$ cat src/rtl/add_flag_pkg.sv
package add_flag_pkg;

    typedef struct packed {
        logic cy;
        logic ov;
    } add_flags_t;

    // Signed overflow from the three sign bits.
    function automatic logic sign_overflow(input logic a_s, input logic b_s, input logic r_s);
        return (a_s == b_s) && (r_s != a_s);
    endfunction

endpackage

$ cat src/rtl/add_core.sv
module add_core #(
    parameter int W = 32
) (
    input  logic [W-1:0] a,
    input  logic [W-1:0] b,
    output logic [W-1:0] s,
    output logic         cy
);
    always_comb begin
        s  = a + b;
        // Unsigned wrap-around leaves the sum below the first operand.
        cy = (s < a);
    end
endmodule

$ cat src/rtl/ovf_detect.sv
module ovf_detect
    import add_flag_pkg::*;
(
    input  logic a_msb,
    input  logic b_msb,
    input  logic s_msb,
    output logic ov
);
    always_comb ov = sign_overflow(a_msb, b_msb, s_msb);
endmodule

$ cat src/rtl/status_reg.sv
module status_reg
    import add_flag_pkg::*;
#(
    parameter int W = 32
) (
    input  logic       clk,
    input  logic       rst,
    input  logic       load,
    input  logic [W-1:0] d_sum,
    input  add_flags_t d_flags,
    input  logic       d_exc,
    output logic [W-1:0] q_sum,
    output add_flags_t q_flags,
    output logic       q_valid,
    output logic       q_exc
);
    always_ff @(posedge clk) begin
        if (rst) begin
            q_sum   <= '0;
            q_flags <= '0;
            q_valid <= 1'b0;
            q_exc   <= 1'b0;
        end else begin
            q_valid <= load;
            q_exc   <= load & d_exc;
            if (load) begin
                q_sum   <= d_sum;
                q_flags <= d_flags;
            end
        end
    end
endmodule

$ cat src/rtl/add_flag_unit.sv
module add_flag_unit
    import add_flag_pkg::*;
#(
    parameter int W = 32
) (
    input  logic         clk,
    input  logic         rst,
    input  logic         in_valid,
    input  logic [W-1:0] opa,
    input  logic [W-1:0] opb,
    input  logic         ove_en,
    output logic         out_valid,
    output logic [W-1:0] sum,
    output logic         carry,
    output logic         ovf,
    output logic         range_exc
);
    localparam int MSB = W - 1;

    logic [W-1:0] raw_sum;
    logic         raw_cy;
    logic         raw_ov;
    logic         exc_req;
    add_flags_t   nxt_flags;
    add_flags_t   cur_flags;

    add_core #(.W(W)) u_core (
        .a  (opa),
        .b  (opb),
        .s  (raw_sum),
        .cy (raw_cy)
    );

    ovf_detect u_ovf (
        .a_msb (opa[MSB]),
        .b_msb (opb[MSB]),
        .s_msb (raw_sum[MSB]),
        .ov    (raw_ov)
    );

    always_comb begin
        nxt_flags.cy = raw_cy;
        nxt_flags.ov = raw_ov;
        // The exception is gated by the new overflow; the flag itself is always written.
        exc_req      = ove_en & raw_ov;
    end

    status_reg #(.W(W)) u_stat (
        .clk     (clk),
        .rst     (rst),
        .load    (in_valid),
        .d_sum   (raw_sum),
        .d_flags (nxt_flags),
        .d_exc   (exc_req),
        .q_sum   (sum),
        .q_flags (cur_flags),
        .q_valid (out_valid),
        .q_exc   (range_exc)
    );

    assign carry = cur_flags.cy;
    assign ovf   = cur_flags.ov;
endmodule

$ cat config.mk
export PLATFORM = sky130hd
export DESIGN_NAME = add_flag_unit
export DESIGN_NICKNAME = d
export VERILOG_FILES = /design/src/rtl/add_flag_pkg.sv /design/src/rtl/add_core.sv /design/src/rtl/ovf_detect.sv /design/src/rtl/status_reg.sv /design/src/rtl/add_flag_unit.sv
export SDC_FILE = /design/constraint.sdc
export NUM_CORES = 1
export LEC_CHECK = 0
export BUFFER_PORTS_ARGS = -buffer_cell sky130_fd_sc_hd__buf_4
export CAP_MARGIN = 0
export CORE_ASPECT_RATIO = 0.8
export CORE_UTILIZATION = 37
export DETAILED_ROUTE_END_ITERATION = 10
export PLACE_DENSITY = 0.6
export SYNTH_ARGS = -nofsm -noshare
export SYNTH_HDL_FRONTEND = slang
export SYNTH_SLANG_ARGS = --single-unit
$ cat constraint.sdc
create_clock -name clk -period 4.1 [get_ports clk]
set_clock_uncertainty 0.05 [all_clocks]
set_input_delay 0.82 -clock clk [delete_from_list [all_inputs] [get_ports clk]]
set_output_delay 0.82 -clock clk [all_outputs]
set_load 0.005 [all_outputs]
# --- Word-level counts from Yosys, hierarchy flattened ---
# Cells that the tools add are included.
totals:
  wordCells: 12
  in_bits: 68
  output_inout_bits: 36
  reg_bits: 36
op_classes:
  n_reduce_logical: 1
  n_eq_ne: 2
  bitwise: 2
  order_cmp: 1
  addsub: 1
ops:
  columns: ["cell", "count"]
  rows:
  - ["$add A32 B32 Y32", 1]
  - ["$lt A32 B32 Y1", 1]
  - ["$and A1 B1 Y1", 2]
  - ["$eq A1 B1 Y1", 1]
  - ["$logic_and A1 B1 Y1", 1]
  - ["$ne A1 B1 Y1", 1]

# --- Depth between registers and ports, before layout ---
depth:
  word_depth: 5
  mapped_depth: 16
  mapped_depth_nobuf: 16

# --- By module ---
# From an unflattened synthesis, not the netlist that was laid out.
unflattened:
  cells_unflattened: 432
  area_unflattened_um2: 3617.2
by_module_without_submodules:
  columns: ["mod", "seq_area_each_um2", "area_each_um2", "cells_each", "instances"]
  rows:
  - ["add_core", 0.0, 2298.5, 314, 1]
  - ["status_reg", 720.7, 1290.0, 114, 1]
  - ["ovf_detect", 0.0, 22.5, 3, 1]
  - ["add_flag_unit", 0.0, 6.3, 1, 1]

# --- Worst setup path after synthesis ---
# Ideal clock, no wire load.
synth_timing:
  path_type: "input port to flip-flop"
  from: "input port opa[0]"
  to: "register u_stat.q_flags[1] in the netlist's numbering"
  slack_ns: 0.291
  path_buffers: 0
  path_stages: 15
  t_required_ns: 3.912
  arrival_ns: 3.621
  setup_time_ns: 0.138
  path_cell_list: "ha_1 inv_1 fa_1 nand2b_1 a21oi_1 o31ai_4 a2111oi_2 a21oi_1 xnor2_1 ha_1 nand4_1 nor3_1 nand2_1 o2bb2ai_1 o32ai_1"
synth_via:
  elab_chain_len: 2
synth_rtl:
  columns: ["element", "line", "rtl"]
  rows:
  - ["start: declaration", "add_flag_unit.sv:9", "input logic [W-1:0] opa,"]
  - ["$add A32 B32 Y32", "add_core.sv:10", "s = a + b;"]
  - ["net raw_sum[28]", "add_flag_unit.sv:20", "logic [W-1:0] raw_sum;"]
  - ["$lt A32 B32 Y1", "add_core.sv:12", "cy = (s < a);"]
  - ["end signal: assignment", "status_reg.sv:28", "q_flags <= d_flags;"]
  - ["end: declaration", "status_reg.sv:13", "output add_flags_t q_flags,"]
# The timed path passes the listed nets, and every way through them passes these cells.
# A chain may end at the register's enable or synchronous reset.

# --- Worst setup path in the final report ---
layout_timing:
  from: "input port opa[9]"
  to: "register u_stat.q_flags[1] in the netlist's numbering"
# Same word-level chain as after synthesis.

==> Flow_metrics.wiki <==
{| class="wikitable"
! Metric !! Value
|-
| Proportion of register bits with asynchronous set or reset after synthesis || 0%
|-
| Post-synthesis cell area || 0.00428 mm2
|-
| # fillers || between 1000 and 1500
|-
| Remaining antenna violation count after routing || 0
|-
| Die Y || 98.2 um
|-
| Count of cells along the worst hold path || 2
|-
| Overall fraction of global-route tracks in use || 27.1%
|-
| Critical path arrival || between 4 and 5 ns
|-
| Fraction of layout instances using a drive strength above 1 || 27.6%
|-
| Worst-path fanout max || 7
|-
| Run status || finished, final reports clean
|-
| Pre-Repair DR Iteration Count || 5
|-
| # H-tree levels || 2
|-
| Vias after detailed routing || 4939
|-
| Post-synthesis instance total || 575
|-
| Number of failing hold endpoints at the final stage || 0
|-
| Final cell count without fillers || 883
|-
| Core area || 0.0111 mm2
|-
| Count of nets after finishing || 868
|-
| Placed inst area || 0.00569 mm2
|-
| Number of antenna diodes || 0
|-
| Relative slew margins || 55.3%
|-
| Ys flop type || sky130_fd_sc_hd__dfxtp_1
|-
| Worst setup slack before clock tree synthesis || -0.0590 ns
|-
| Power density over the cells || 287 mW/mm2
|-
| Share of the core filled with cells || 53.0%
|-
| Remaining design rule violation count || 0
|-
| Slew @ Worst Pin || 0.669 ns
|-
| Required arrival time at the worst endpoint || roughly 4.3 ns
|-
| Cell count after placement || just under 900
|-
| Clock tree from TritonCTS || built
|-
| Startpoint type of the worst setup path || input port
|-
| RD Place Congestion || 0.900
|-
| Count of flip-flops with a built-in enable after synthesis || 0
|-
| Post-synth cell types || 61
|-
| Latest clock arrival within the worst-skew pair || 0.30 ns
|-
| Clock slew at the register clock pins of the worst setup and hold paths || 0.07 ns
|-
| Count of input and output buffers || 103
|-
| Overall die area || 0.0120 mm2
|-
| Clock buffers created by TritonCTS || 5
|-
| CTS Root Buffer Type || sky130_fd_sc_hd__clkbuf_16
|-
| Vias per Instance || about 5.6
|-
| Depth of the worst register-to-register path || 2
|-
| Class of the most critical setup path || in2reg
|-
| Starting utilization of the core area || ~39%
|-
| Commonest non-fill, non-tap cell in the layout || sky130_fd_sc_hd__buf_4
|-
| Wirelength, routed || approximately 16000 um
|-
| Area growth from synthesis to layout || 36.8%
|-
| Syn_nets || 705
|-
| Setup tns final || 0 ns
|-
| Hold Path Class || reg2reg
|-
| Average detailed-routed wire length per instance || ~18 um
|-
| Number of synthesized register bits || 36
|-
| Horizontal die dimension || ~120 um
|-
| Least setup slack across all paths after layout || 0.224 ns
|-
| Clock sink count || 36
|-
| Final Max Slew Viols || 0
|-
| RSZ-0062 raised after global routing || false
|-
| Antenna violations before repair || 0
|-
| Number of max-cap violations || 0
|-
| I/O Pins || 104
|-
| Share of the clock period used by the worst path after layout || between 90% and 100%
|-
| Average cell area after synthesis || 7.45 um2
|-
| Final global-route overflow total || 0
|-
| Vias in the first global route || 4797
|-
| Buffer levels on the longest clock path || 2
|-
| Post-layout instance area || 0.00586 mm2
|-
| Peak Freq || 258 MHz
|-
| Count of synthesis-stage warnings from yosys || 0
|-
| Sequential element share of the synthesized area || 16.8%
|-
| Final setup fails || 0
|-
| Cell Rows || 34
|-
| First-pass GRT wire length || approximately 25000 um
|-
| Most used cells in the layout excluding fill and tap cells || sky130_fd_sc_hd__buf_4 (183), sky130_fd_sc_hd__ha_1 (61), sky130_fd_sc_hd__nand2_1 (53)
|-
| Min cycle time layout || slightly below 4 ns
|-
| Starting DRT DRC Count || 432
|-
| Maximum resistive drop on vdd || about 150 uV
|-
| Post-detailed-placement half-perimeter wirelength || 13000 um
|-
| Largest net degree at the start of global routing || 27
|-
| Critical Path Sink Type || register
|-
| Cell leakage power || just under 3 nW
|}
-- cells in the mapped netlist, types with 4 or more instances --
master | count | share of area [%]
sky130_fd_sc_hd__a211oi_1 | 5 | 0.88
sky130_fd_sc_hd__a21o_1 | 23 | 4.0
sky130_fd_sc_hd__a21oi_1 | 49 | 5.7
sky130_fd_sc_hd__a221o_1 | 4 | 0.93
sky130_fd_sc_hd__a22oi_1 | 8 | 1.4
sky130_fd_sc_hd__a311oi_1 | 4 | 0.82
sky130_fd_sc_hd__a31oi_1 | 10 | 1.5
sky130_fd_sc_hd__and2_1 | 4 | 0.58
sky130_fd_sc_hd__and3_1 | 5 | 0.73
sky130_fd_sc_hd__buf_2 | 13 | 1.5
sky130_fd_sc_hd__clkbuf_1 | 10 | 0.88
sky130_fd_sc_hd__dfxtp_1 | 36 | 17
sky130_fd_sc_hd__ha_1 | 61 | 18
sky130_fd_sc_hd__inv_1 | 48 | 4.2
sky130_fd_sc_hd__mux2i_1 | 6 | 1.4
sky130_fd_sc_hd__nand2_1 | 53 | 4.6
sky130_fd_sc_hd__nand3_1 | 26 | 3.0
sky130_fd_sc_hd__nand4_1 | 14 | 2.0
sky130_fd_sc_hd__nor2_1 | 52 | 4.6
sky130_fd_sc_hd__nor2b_1 | 4 | 0.58
sky130_fd_sc_hd__nor3_1 | 16 | 1.9
sky130_fd_sc_hd__o211ai_1 | 6 | 1.1
sky130_fd_sc_hd__o21ai_0 | 24 | 2.8
sky130_fd_sc_hd__o311ai_0 | 4 | 0.82
sky130_fd_sc_hd__or3_1 | 7 | 1.0
sky130_fd_sc_hd__xnor2_1 | 16 | 3.3
sky130_fd_sc_hd__xor2_1 | 7 | 1.4
-- layout make-up --
class	instances	area (um2)	area share [%]
Timing Repair Buffer	183	1370	23.4
Clock inverter	3	21.3	0.363
Multi-Input combinational cell	464	3260	55.6
Clock buffer	5	125	2.13
Tap cell	144	180	3.07
Inverter	48	180	3.07
Sequential cell	36	721	12.3
-- where the power goes --
group	switching, mW	internal, mW	leakage [nW]
logic	0.454	0.406	2.52
registers	0.0234	0.387	0.297
clock network	0.183	0.227	0.0702
total	0.660	1.02	2.89
-- stage by stage --
step / hold WS, ns / total power [mW]
global route: 0.446 / 1.79
CTS: 0.422 / 1.67
global placement: 0.402 / 1.25
detailed placement: 0.405 / 1.26
floorplan: 0.399 / 0.888
finish: 0.420 / 1.68
-- worst max-delay path: stages --
cell and delay [ns]:
sky130_fd_sc_hd__buf_4 0.11, sky130_fd_sc_hd__ha_1 0.30, sky130_fd_sc_hd__buf_4 0.17, sky130_fd_sc_hd__a21o_1 0.23
sky130_fd_sc_hd__o41ai_4 0.45, sky130_fd_sc_hd__buf_4 0.19, sky130_fd_sc_hd__a21oi_1 0.08, sky130_fd_sc_hd__or3_1 0.33
sky130_fd_sc_hd__and2_1 0.18, sky130_fd_sc_hd__ha_1 0.29, sky130_fd_sc_hd__a21o_1 0.19, sky130_fd_sc_hd__a221o_1 0.33
sky130_fd_sc_hd__a21oi_1 0.15, sky130_fd_sc_hd__o2bb2ai_1 0.10, sky130_fd_sc_hd__o32ai_1 0.11
-- layer usage --
metal | global-route usage, % | wire length (um) | vias to the layer above
met5 | 0 | 0 | -
met4 | 5.82 | 237 | 0
met3 | 5.67 | 1140 | 20
met2 | 38.5 | 6190 | 170
met1 | 41.0 | 8040 | 2296
li1 | - | - | 2453
-- worst paths after layout --
kind / startpoint / endpoint / slack (ns)
worst max-delay path: opa[9] / u_stat.q_flags[1] / 0.22
worst min register to register: u_stat.q_sum[15] / u_stat.q_sum[15] / 0.42
worst max register to register: u_stat.q_sum[18] / u_stat.q_sum[18] / 3.21
worst min-delay path: u_stat.q_sum[15] / u_stat.q_sum[15] / 0.42
-- logic make-up after synthesis --
| group | share of synthesized area [%] |
|---|---|
| AOI/OAI and AO/OA | 29.9 |
| xor gates and xnor gates | 4.70 |
| adders and majority gates | 18.3 |
| buffers and inverters | 7.39 |
| DFF | 16.8 |
| muxes | 1.40 |
| and+or+nand+nor | 21.5 |
-- state kept, by name, summed over array words and instances (netlist names) --
| name | cells |
|---|---|
| u_stat.q_flags | 2 |
| u_stat.q_sum | 32 |
| u_stat.q_exc | 1 |
| u_stat.q_valid | 1 |
-- timing repair --
action,in CTS,in global routing
endpoints found under the hold margin,0,0
hold buffers,0,0
resized for setup,0,4
endpoints found under the setup margin,0,1
buffers inserted,0,1
No activity file was read; power rests on OpenSTA's default activity.
